--- src/rtl/clk_repl_pkg.sv ---
package clk_repl_pkg;
  typedef enum logic {
    SW_IDLE  = 1'b0,
    SW_SCAN  = 1'b1
  } sweep_state_t;
endpackage

--- src/rtl/ref_bit_array.sv ---
module ref_bit_array #(
  parameter int N_FRAMES = 8,
  localparam int IDX_W = (N_FRAMES > 1) ? $clog2(N_FRAMES) : 1
) (
  input  logic                clk,
  input  logic                rst_n,
  input  logic                touch_en,
  input  logic [IDX_W-1:0]    touch_idx,
  input  logic                load_en,
  input  logic [IDX_W-1:0]    load_idx,
  input  logic                clr_en,
  input  logic [IDX_W-1:0]    clr_idx,
  output logic [N_FRAMES-1:0] ref_bits
);
  logic [N_FRAMES-1:0] ref_q;
  logic [N_FRAMES-1:0] ref_d;
  logic [N_FRAMES-1:0] ref_we;

  // Set sources (access, load) take priority over the sweep clear.
  for (genvar g = 0; g < N_FRAMES; g++) begin : g_bit
    logic hit_touch, hit_load, hit_clr;
    always_comb begin
      hit_touch = touch_en && (touch_idx == IDX_W'(g));
      hit_load  = load_en  && (load_idx  == IDX_W'(g));
      hit_clr   = clr_en   && (clr_idx   == IDX_W'(g));
      ref_we[g] = hit_touch || hit_load || hit_clr;
      ref_d[g]  = hit_touch || hit_load;
    end

    always_ff @(posedge clk or negedge rst_n) begin
      if (!rst_n)         ref_q[g] <= 1'b0;
      else if (ref_we[g]) ref_q[g] <= ref_d[g];
    end
  end

  assign ref_bits = ref_q;

  // an access always leaves its frame referenced
  p_touch_sets_r2: assert property (@(posedge clk) disable iff (!rst_n)
    touch_en |=> ref_q[$past(touch_idx)]);

  // an access that collides with a clear keeps the bit set
  p_touch_beats_clr_r8: assert property (@(posedge clk) disable iff (!rst_n)
    (touch_en && clr_en && touch_idx == clr_idx) |=> ref_q[$past(clr_idx)]);
endmodule

--- src/rtl/hand_ptr.sv ---
module hand_ptr #(
  parameter int N_FRAMES = 8,
  localparam int IDX_W = (N_FRAMES > 1) ? $clog2(N_FRAMES) : 1
) (
  input  logic             clk,
  input  logic             rst_n,
  input  logic             adv_en,
  output logic [IDX_W-1:0] hand
);
  localparam logic [IDX_W-1:0] LAST_IDX = IDX_W'(N_FRAMES - 1);

  logic [IDX_W-1:0] hand_q;
  logic [IDX_W-1:0] hand_d;

  always_comb begin
    if (hand_q == LAST_IDX) hand_d = '0;
    else                    hand_d = hand_q + 1'b1;
  end

  always_ff @(posedge clk or negedge rst_n) begin
    if (!rst_n)      hand_q <= '0;
    else if (adv_en) hand_q <= hand_d;
  end

  assign hand = hand_q;

  // the hand wraps from the last frame back to frame 0
  p_hand_wrap_r6: assert property (@(posedge clk) disable iff (!rst_n)
    (adv_en && hand_q == LAST_IDX) |=> (hand_q == '0));

  p_hand_hold_r6: assert property (@(posedge clk) disable iff (!rst_n)
    !adv_en |=> $stable(hand_q));
endmodule

--- src/rtl/sweep_ctrl.sv ---
module sweep_ctrl
  import clk_repl_pkg::*;
#(
  parameter int N_FRAMES = 8,
  localparam int IDX_W = (N_FRAMES > 1) ? $clog2(N_FRAMES) : 1
) (
  input  logic             clk,
  input  logic             rst_n,
  input  logic             req,
  input  logic             bit_at_hand,
  input  logic [IDX_W-1:0] hand,
  output logic             busy,
  output logic             adv_en,
  output logic             clr_en,
  output logic             load_en,
  output logic             done,
  output logic [IDX_W-1:0] victim
);
  sweep_state_t st_q, st_d;
  logic             done_q, done_d;
  logic [IDX_W-1:0] vic_q, vic_d;
  logic             found;

  always_comb begin
    found   = (st_q == SW_SCAN) && !bit_at_hand;
    adv_en  = (st_q == SW_SCAN);
    clr_en  = (st_q == SW_SCAN) && bit_at_hand;
    load_en = found;
    done_d  = found;
    vic_d   = found ? hand : vic_q;
    st_d    = st_q;
    case (st_q)
      SW_IDLE: if (req)   st_d = SW_SCAN;
      SW_SCAN: if (found) st_d = SW_IDLE;
      default:            st_d = SW_IDLE;
    endcase
  end

  always_ff @(posedge clk or negedge rst_n) begin
    if (!rst_n) begin
      st_q   <= SW_IDLE;
      done_q <= 1'b0;
      vic_q  <= '0;
    end else begin
      st_q   <= st_d;
      done_q <= done_d;
      if (found) vic_q <= vic_d;
    end
  end

  assign busy   = (st_q == SW_SCAN);
  assign done   = done_q;
  assign victim = vic_q;

  // the completion pulse lasts one cycle
  p_done_pulse_r9: assert property (@(posedge clk) disable iff (!rst_n)
    done_q |=> !done_q);

  // a completion is always preceded by a busy cycle
  p_done_after_busy_r9: assert property (@(posedge clk) disable iff (!rst_n)
    $rose(done_q) |-> $past(busy));

  // the reported frame is the one examined with a clear bit
  p_victim_was_clear_r3: assert property (@(posedge clk) disable iff (!rst_n)
    (busy && !bit_at_hand) |=> (done_q && vic_q == $past(hand)));

  // a request during a sweep neither restarts nor ends it
  p_req_ignored_r10: assert property (@(posedge clk) disable iff (!rst_n)
    (busy && bit_at_hand && req) |=> (busy && !done_q));
endmodule

--- src/rtl/clock_victim_sel.sv ---
module clock_victim_sel #(
  parameter int N_FRAMES = 8,
  localparam int IDX_W = (N_FRAMES > 1) ? $clog2(N_FRAMES) : 1
) (
  input  logic             clk,
  input  logic             rst_n,
  input  logic             touch_valid,
  input  logic [IDX_W-1:0] touch_frame,
  input  logic             vsel_req,
  output logic             vsel_busy,
  output logic             vsel_done,
  output logic [IDX_W-1:0] vsel_frame
);
  logic [N_FRAMES-1:0] ref_bits;
  logic [IDX_W-1:0]    hand;
  logic                bit_at_hand;
  logic                adv_en, clr_en, load_en;

  assign bit_at_hand = ref_bits[hand];

  ref_bit_array #(.N_FRAMES(N_FRAMES)) u_bits (
    .clk       (clk),
    .rst_n     (rst_n),
    .touch_en  (touch_valid),
    .touch_idx (touch_frame),
    .load_en   (load_en),
    .load_idx  (hand),
    .clr_en    (clr_en),
    .clr_idx   (hand),
    .ref_bits  (ref_bits)
  );

  hand_ptr #(.N_FRAMES(N_FRAMES)) u_hand (
    .clk    (clk),
    .rst_n  (rst_n),
    .adv_en (adv_en),
    .hand   (hand)
  );

  sweep_ctrl #(.N_FRAMES(N_FRAMES)) u_ctrl (
    .clk         (clk),
    .rst_n       (rst_n),
    .req         (vsel_req),
    .bit_at_hand (bit_at_hand),
    .hand        (hand),
    .busy        (vsel_busy),
    .adv_en      (adv_en),
    .clr_en      (clr_en),
    .load_en     (load_en),
    .done        (vsel_done),
    .victim      (vsel_frame)
  );

  // the victim slot is marked referenced right after it is chosen
  p_victim_marked_r5: assert property (@(posedge clk) disable iff (!rst_n)
    load_en |=> ref_bits[$past(hand)]);
endmodule

--- config.mk ---
export PLATFORM = sky130hd
export DESIGN_NAME = clock_victim_sel
export DESIGN_NICKNAME = d
export VERILOG_FILES = /design/src/rtl/clk_repl_pkg.sv /design/src/rtl/ref_bit_array.sv /design/src/rtl/hand_ptr.sv /design/src/rtl/sweep_ctrl.sv /design/src/rtl/clock_victim_sel.sv
export SDC_FILE = /design/constraint.sdc
export NUM_CORES = 1
export LEC_CHECK = 0
export CORE_MARGIN = 5
export CORE_UTILIZATION = 30
export CTS_BUF_LIST = sky130_fd_sc_hd__clkbuf_2 sky130_fd_sc_hd__clkbuf_4 sky130_fd_sc_hd__clkbuf_8
export CTS_CLUSTER_DIAMETER = 80
export DETAILED_ROUTE_END_ITERATION = 16
export PLACE_DENSITY = 0.54
export SYNTH_ARGS = -nofsm -noshare
export SYNTH_HDL_FRONTEND = slang
export SYNTH_SLANG_ARGS = --single-unit
--- constraint.sdc ---
create_clock -name clk -period 5.27 [get_ports clk]
set_clock_uncertainty 0.2 [all_clocks]
set_input_delay 0.7905 -clock clk [delete_from_list [all_inputs] [get_ports clk]]
set_output_delay 0.7905 -clock clk [all_outputs]
set_load 0.1 [all_outputs]
==> metrics.cfg, run 1 <==
[detailed_routing]
post_drt_via_cell_ratio = 5.07
drt-total-wl_um = 1690
vias = 644
first_pass_iters = 4
routedWlPerCell_um = 13.3
drt.antenna.violating_nets = 0
drt_iter0_markers = 8
drc = 0

[final_layout]
drive_above_1_share_pct = 10.4
area_growth_pct = 20.8
diodes = 0
finalNetCount = 110

[worst_hold_path]
hold_class = reg -> reg
min_path_cells = 2
hold_end = u_bits.ref_bits[2]
hp-start = u_bits.ref_bits[2]

[worst_setup_path]
cp_top_family = buffers and inverters
r2r_end = u_ctrl.victim[0]
cpPeakStageDelay_ns = 1.22
crit_arrival_ns = 2.14
crit_chain = clkdlybuf4s50_1
cp_max_fo = 15
critical_path_class = reg -> out
cp.buffers_inverters = 1
rrSetupSlack_ns = 3.09
timing.rr.start = u_hand.hand[0]
worstSetupEndpointType = output port
crit_slowest_cell = clkdlybuf4s50_1
reg2regPathDepth = 4
startpoint_type = register
required_ns = 4.28

[synth]
seq_area_frac_synth_pct = 46.0
synth_area_sq_um = 871
synth_cells = 82
yosysWarningCount = 0
synth_fp_nets = 95
synthDistinctLibCells = 20
ys_seq_elements = 16
syn_avg_cell_area_sq_um = 10.6

[job]
cap_violations = 0

[clock_network]
cts_max_level = 1
cts_setup_buffers = 0
insertion_delay_ns = 0.28
cts_root_buffer = clkbuf_4
cts_resized = 0
clock_path_buffers = 2
cts_tree = yes
clkTransAtPathRegs_ns = 0.10
cts_hold_buffers = 0
numCtsBuffers = 3
clock-sinks = 16

[die]
rows = 19
die_x_um = 63.9
start_util_pct = 31.6
io_pins = 12
core_region_area_sq_um = 2760
dieArea_sq_um = 4080
die_h_um = 63.9

[place]
port_buffers = 11
hpwlAfterDp_um = 1300
gp_congestion = 0.805

[timing]
tns_ns = 0
whs_ns = 0.309
rsz0062_at_grt = false
fmax_mhz = 320
final_hold_viol_count = 0
worstMarginPinSlew_ns = 0.965
final-max-slew-violation-count = 0
finalCritPeriodShare_pct = 59.4
slew_headroom_pct = 35.4
setup_viol = 0
final.min_clock_period_ns = 3.13

[status]
status = finished clean

[global_route]
grt-ovfl-total = 0
grt_use_total_pct = 8.94
grt_pass1_wl_um = 2840
grt_max_degree = 17
grt_pass1_vias = 610
antenna_found_initial = 0

[cell type report]
cell class / instances / area, sq um
clock buffers: 4 / 36.3
fillers: 284 / 1710
inverters: 5 / 18.8
multi-input cells: 60 / 448
flip-flops and latches: 16 / 400
well taps: 31 / 38.8
repair buffers: 11 / 110
[flip-flops by register name, indices dropped and copies added, names as in the netlist]
signal and cells:
u_ctrl.victim 3, u_bits.ref_bits 8, u_ctrl.done 1, u_ctrl.adv_en 1, u_hand.hand 3
[worst min-delay path, cell delays in order, from the launching register on]
cell and delay (ns):
dfrtp_1 0.36, a32oi_1 0.06, nand2_1 0.06
[synth_stat cells, drive strengths merged]
library cell  instances  share of area [%]
dfrtp                16                 46
nand2                16                7.8
nand3                11                6.3
ha                    6                8.6
inv                   5                2.2
mux2i                 5                7.2
nor2b                 4                2.9
o21ai                 4                2.3
a22oi                 2                1.7
a32oi                 2                2.0
mux2                  2                3.4
mux4                  2                5.2
nor2                  2               0.86
clkbuf                1               0.43
nand3b                1               0.86
nand4                 1               0.72
o21a                  1               0.86
or3                   1               0.72
[routing by layer]
layer	GRT usage, %	vias to the layer above	share of wire (%)
li1	-	317	-
met1	11.6	312	50
met2	13.6	13	44
met3	3.33	2	4.5
met4	3.12	0	1.5
met5	0	-	0
[per-stage QoR]
| step | utilization (%) | worst slack, ns | std cells | instance area [sq um] |
|---|---|---|---|---|
| 2_1_floorplan | - | 3.24 | 82 | 871 |
| 3_3_place_gp | 36.8 | 2.48 | 123 | 1020 |
| 3_5_place_dp | 36.8 | 2.44 | 123 | 1020 |
| 4_1_cts | 38.2 | 2.11 | 127 | 1050 |
| 5_1_grt | 38.2 | 2.06 | 127 | 1050 |
| 6_report | 38.2 | 2.14 | 127 | 1050 |
[logic make-up after synthesis]
kind of cell | share of synthesized area, %
mux | 15.8
simple gates | 20.1
buf+inv | 2.59
compound gates | 6.90
fa+ha+maj | 8.62
flops | 46.0
[cell usage in the layout, fill, tap and decap left out, types with 3 or more instances in the layout]
master	count
mux2i_1	4
nor2b_1	4
nand3_1	11
o21ai_0	4
clkdlybuf4s50_1	11
clkbuf_4	3
inv_1	5
ha_1	6
nand2_1	15
dfrtp_1	16
[worst max path at each step]
stage	startpoint	endpoint	cells after the start
after floorplan	u_hand.hand[0]	u_ctrl.victim[0]	4
after detailed placement	u_ctrl.adv_en	vsel_busy	1
after CTS	u_ctrl.adv_en	vsel_busy	1
after global placement	u_ctrl.adv_en	vsel_busy	1
final	u_ctrl.adv_en	vsel_busy	1
after global routing	u_ctrl.adv_en	vsel_busy	1
Power of run 1 is not shown: default switching activity piles up to over one toggle a cycle in this logic, so the estimate is an artifact.
==> inputs of run 2 (changes only) <==
Settings changed: PLACE_DENSITY 0.54 to 0.56.
Clock period 5.27 ns to 2.6 ns, I/O delays scaled along.
==> run 2 against run 1 <==
Effect of this change: utilization shrank 0.45 points; critical path depth grew 3; count of clock-buffer cells in the layout is the same; setup slack lost 1.7 ns; register-to-register slack lost 2.7 ns; die area is the same; hold slack gained 0.0022 ns; cell count is the same; first-iteration DRC count grew 63%; sequential share of layout area grew 0.46 points; flip-flop and latch count is the same; largest cell class unchanged; highest routed layer unchanged.
==> metrics.cfg, run 2 (synthesis gave the netlist of run 1 again) <==
[status]
status = finished clean

[worst_setup_path]
r2r_end = u_ctrl.victim[0]
rrSetupSlack_ns = 0.43  ; -2.66 ns
crit_slowest_cell = mux4_2
timing.rr.start = u_hand.hand[0]
cp.buffers_inverters = 0  ; -1
crit_arrival_ns = 2.16  ; +0.02 ns
worstSetupEndpointType = register
startpoint_type = register
cp_top_family = multiplexers
reg2regPathDepth = 4  ; unchanged
required_ns = 2.59  ; -1.69 ns
cp_max_fo = 9  ; -6
critical_path_class = reg -> reg
crit_chain = mux4_2 > mux2i_4 > nand2_4 > mux2_4
cpPeakStageDelay_ns = 0.59  ; -0.63 ns

[clock_network]
cts_setup_buffers = 0  ; unchanged
clock_path_buffers = 2  ; unchanged
cts_root_buffer = clkbuf_4
insertion_delay_ns = 0.29  ; about the same
clkTransAtPathRegs_ns = 0.10  ; about the same
numCtsBuffers = 3  ; unchanged
clock-sinks = 16  ; unchanged
cts_hold_buffers = 0  ; unchanged
cts_resized = 0  ; unchanged
cts_tree = yes
cts_max_level = 1  ; unchanged

[detailed_routing]
vias = 641  ; -0.47%
routedWlPerCell_um = 13.6  ; +2.2%
drt_iter0_markers = 13  ; +5
drt.antenna.violating_nets = 0  ; unchanged
drc = 0  ; unchanged
met2WireLength_um = 774  ; +5.2%
drt-total-wl_um = 1730  ; +2.2%
met3_length_um = 67  ; -12%
met1Wirelength_um = 855  ; +0.23%
first_pass_iters = 4  ; unchanged
topRoutingLayerUsed = met4
post_drt_via_cell_ratio = 5.05  ; -0.47%

[global_route]
antenna_found_initial = 0  ; unchanged
grt_pass1_wl_um = 3000  ; +5.9%
grt_max_degree = 17  ; unchanged
grt-ovfl-total = 0  ; unchanged
grt_pass1_vias = 662  ; +8.5%
grt_use_total_pct = 9.38  ; +0.43 points

[final_layout]
largest_register_ffs = 8  ; unchanged
area_growth_pct = 19.4
finalNetCount = 110  ; unchanged
nFillCells = 285  ; +0.35%
final_common_cell = dfrtp_1
diodes = 0  ; unchanged
final_cell_mix = dfrtp_1 (16), nand2_1 (15), nand3_1 (11)
drive_above_1_share_pct = 15.6  ; +5.2 points

[die]
start_util_pct = 31.6  ; unchanged
rows = 19  ; unchanged
core_region_area_sq_um = 2760  ; unchanged
io_pins = 12  ; unchanged
dieArea_sq_um = 4080  ; unchanged
die_h_um = 63.9  ; unchanged
die_x_um = 63.9  ; unchanged

[job]
cap_violations = 0  ; unchanged

[timing]
fin_ws_ns = 0.430  ; -1.71 ns
tns_ns = 0  ; unchanged
rsz0062_at_grt = false
whs_ns = 0.311  ; +0.00219 ns
worstMarginPinSlew_ns = 0.740  ; -0.225 ns
fmax_mhz = 461
finalCritPeriodShare_pct = 83.4
final.min_clock_period_ns = 2.17
final-max-slew-violation-count = 0  ; unchanged
final_hold_viol_count = 0  ; unchanged
setup_viol = 0  ; unchanged
slew_headroom_pct = 50.5  ; +15 points

[place]
port_buffers = 11  ; unchanged
hpwlAfterDp_um = 1320  ; +1.7%
preCtsSetupSlack_ns = 0.447  ; -2.00 ns
gp_congestion = 0.764  ; -5.0%

[worst_hold_path]
hold_class = reg -> reg
hold_end = u_bits.ref_bits[3]
min_path_cells = 2  ; unchanged
hp-start = u_bits.ref_bits[3]

run 2: how the worst max path moves through the flow:
stage                        to  cells after the start  slack (ns)           start
4_1_cts        u_ctrl.victim[1]                      4        0.43  u_hand.hand[0]
3_3_place_gp   u_ctrl.victim[0]                      4        0.50  u_hand.hand[0]
2_1_floorplan  u_ctrl.victim[0]                      4        0.57  u_hand.hand[0]
6_report       u_ctrl.victim[0]                      4        0.43  u_hand.hand[0]
5_1_grt        u_ctrl.victim[1]                      4        0.34  u_hand.hand[0]
3_5_place_dp   u_ctrl.victim[1]                      4        0.45  u_hand.hand[0]
run 2: cell type report:
cell class                 instances  area [sq um]  area share [%]
tap                               31          38.8            3.73
inverter                           5          18.8            1.81
timing repair buffer              11          97.6            9.39
clock buffer                       4          36.3            3.49
sequential                        16           400            38.5
multi-input combinational         60           448            43.1
run 2: worst reg2reg max path, stage by stage, from the launching register on:
cell     delay, ns
dfrtp_1       0.52
mux4_2        0.59
mux2i_4       0.32
nand2_4       0.11
mux2_4        0.32
run 2: routing by layer:
| layer | GRT usage (%) | vias to the layer above |
|---|---|---|
| li1 | - | 315 |
| met1 | 12.3 | 311 |
| met2 | 13.8 | 11 |
| met3 | 2.45 | 4 |
| met4 | 5.45 | 0 |
| met5 | 0 | - |
run 2: per-stage QoR:
step                      cell area, sq um  cells  utilization (%)
final                                 1040    127             37.7
after global routing                  1040    127             37.7
after CTS                             1040    127             37.7
after detailed placement              1000    123             36.4
after global placement                1000    123             36.4
after floorplan                        871     82                -
Power of run 2 is left out for the same reason.
==> inputs of run 3 (changes only) <==
Clock period 2.6 ns to 1.8 ns, I/O delays scaled along.
==> run 3 against run 2 <==
Effect of this change: the flow now finishes with violations (setup timing); critical endpoint is now u_ctrl.victim[1]; routed wire length rose by 6.5%; critical path type unchanged; highest routed layer unchanged; final area rose by 12%; first-iteration DRC count fell by 23%; global-route usage rose by 0.73 points; register-to-register slack got worse by 0.48 ns; count of clock-buffer cells in the layout did not move.
==> metrics.cfg, run 3 (synthesis gave the netlist of run 1 again) <==
[worst_setup_path]
crit_slowest_cell = mux4_2
timing.rr.start = u_hand.hand[0]
critical_path_class = reg -> reg
crit_arrival_ns = 1.83  ; -0.33 ns
worstSetupEndpointType = register
reg2regPathDepth = 4  ; unchanged
cpPeakStageDelay_ns = 0.55  ; -0.04 ns
cp.depth = 4  ; unchanged
cp.buffers_inverters = 0  ; unchanged
r2r_end = u_ctrl.victim[1]
cp_max_fo = 3  ; -6
crit_chain = mux4_2 > mux2i_4 > nand2_4 > mux2_4
rrSetupSlack_ns = -0.05  ; -0.48 ns
required_ns = 1.78  ; -0.81 ns
startpoint_type = register
cp_top_family = multiplexers

[clock_network]
numCtsBuffers = 3  ; unchanged
cts_tree = yes
cts_root_buffer = clkbuf_4
cts_resized = 0  ; unchanged
clock-sinks = 16  ; unchanged
insertion_delay_ns = 0.29  ; about the same
clkTransAtPathRegs_ns = 0.10  ; about the same
clock_path_buffers = 2  ; unchanged
cts_setup_buffers = 0  ; unchanged
cts_max_level = 1  ; unchanged

[detailed_routing]
drt-total-wl_um = 1840  ; +6.5%
vias = 666  ; +3.9%
drt_iter0_markers = 10  ; -3
drt.antenna.violating_nets = 0  ; unchanged
drc = 0  ; unchanged
post_drt_via_cell_ratio = 4.93  ; -2.3%
routedWlPerCell_um = 13.6  ; +0.23%
first_pass_iters = 4  ; unchanged

[status]
violations = setup timing
status = finished, violations left

[final_layout]
regArea_sq_um = 403  ; +0.62%
diodes = 0  ; unchanged
final_core_util_pct = 42.2  ; +4.5 points
multiInputGateArea_sq_um = 448  ; unchanged
largest_register_ffs = 8  ; unchanged
drive_above_1_share_pct = 24.0  ; +8.4 points
finalNetCount = 118  ; +7.3%
final_common_cell = nand2_1
layout.cell_area.non_filler_sq_um = 1160  ; +12%
instances_no_fill = 135  ; +6.3%
area_growth_pct = 33.8
final_cell_mix = nand2_1 (15), dfrtp_1 (14), nand3_1 (11)
nFillCells = 266  ; -6.7%

[die]
dieArea_sq_um = 4080  ; unchanged
start_util_pct = 31.6  ; unchanged
die_x_um = 63.9  ; unchanged
die_h_um = 63.9  ; unchanged
core_region_area_sq_um = 2760  ; unchanged
io_pins = 12  ; unchanged
rows = 19  ; unchanged

[place]
dp_cells = 131  ; +6.5%
port_buffers = 11  ; unchanged
gp_congestion = 0.771  ; +0.80%
hpwlAfterDp_um = 1460  ; +10%
placed_area_sq_um = 1130  ; +12%

[timing]
slew_headroom_pct = 74.8  ; +24 points
setup_viol = 2  ; +2
final-max-slew-violation-count = 0  ; unchanged
final_hold_viol_count = 0  ; unchanged
finalCritPeriodShare_pct = 103  ; +19 points
worstMarginPinSlew_ns = 0.378  ; -0.362 ns
tns_ns = -0.0878  ; -0.0878 ns
rsz0062_at_grt = true
fin_ws_ns = -0.0475  ; -0.478 ns
final.min_clock_period_ns = 1.85  ; -0.322 ns
fmax_mhz = 541  ; +17%

[job]
cap_violations = 0  ; unchanged

[global_route]
grt_pass1_vias = 678  ; +2.4%
grt_use_total_pct = 10.1  ; +0.73 points
grt-ovfl-total = 0  ; unchanged
grt_max_degree = 17  ; unchanged
grt_pass1_wl_um = 3180  ; +6.0%
antenna_found_initial = 0  ; unchanged

[worst_hold_path]
hold_class = in -> async

==> run 3: final cells by class <==
| type | count | share of cell area [%] |
|---|---|---|
| clock buffer | 4 | 3.11 |
| inverter | 5 | 1.61 |
| multi-input combinational | 60 | 38.5 |
| sequential | 16 | 34.6 |
| tap | 31 | 3.33 |
| timing repair buffer | 19 | 18.9 |
==> run 3: worst max-delay path by stage <==
stage	startpoint	to	slack, ns
6_report	u_hand.hand[0]	u_ctrl.victim[1]	-0.05
5_1_grt	u_hand.hand[0]	u_ctrl.victim[1]	-0.1
4_1_cts	u_hand.hand[0]	u_ctrl.victim[1]	-0.05
3_5_place_dp	u_hand.hand[0]	u_ctrl.victim[1]	-0.04
3_3_place_gp	u_hand.hand[0]	u_ctrl.victim[0]	0.006
2_1_floorplan	u_hand.hand[0]	u_ctrl.victim[0]	-0.16
==> run 3: layer usage <==
metal	vias to the layer above	global-route usage, %	routed length [um]
li1	333	-	-
met2	15	15.7	886
met5	-	0	0
met4	0	4.68	29
met3	4	3.68	74
met1	314	12.4	852
==> run 3: worst register-to-register path, cell delays in order (launching register included) <==
cell	delay, ns
dfrtp_2	0.41
mux4_2	0.55
mux2i_4	0.20
nand2_4	0.08
mux2_4	0.30
==> run 3: stage by stage <==
step                hold slack (ns)  setup slack, ns
floorplan                    -0.226           -0.162
global placement              0.290          0.00597
detailed placement            0.289          -0.0373
CTS                          0.0859          -0.0460
global route                 0.0796          -0.0950
finish                       0.0845          -0.0475
==> run 3: timing repair <==
item	CTS	global route
setup endpoints to repair	2	11
hold buffers	0	0
pin swaps	1	0
Power of run 3 is left out for the same reason.
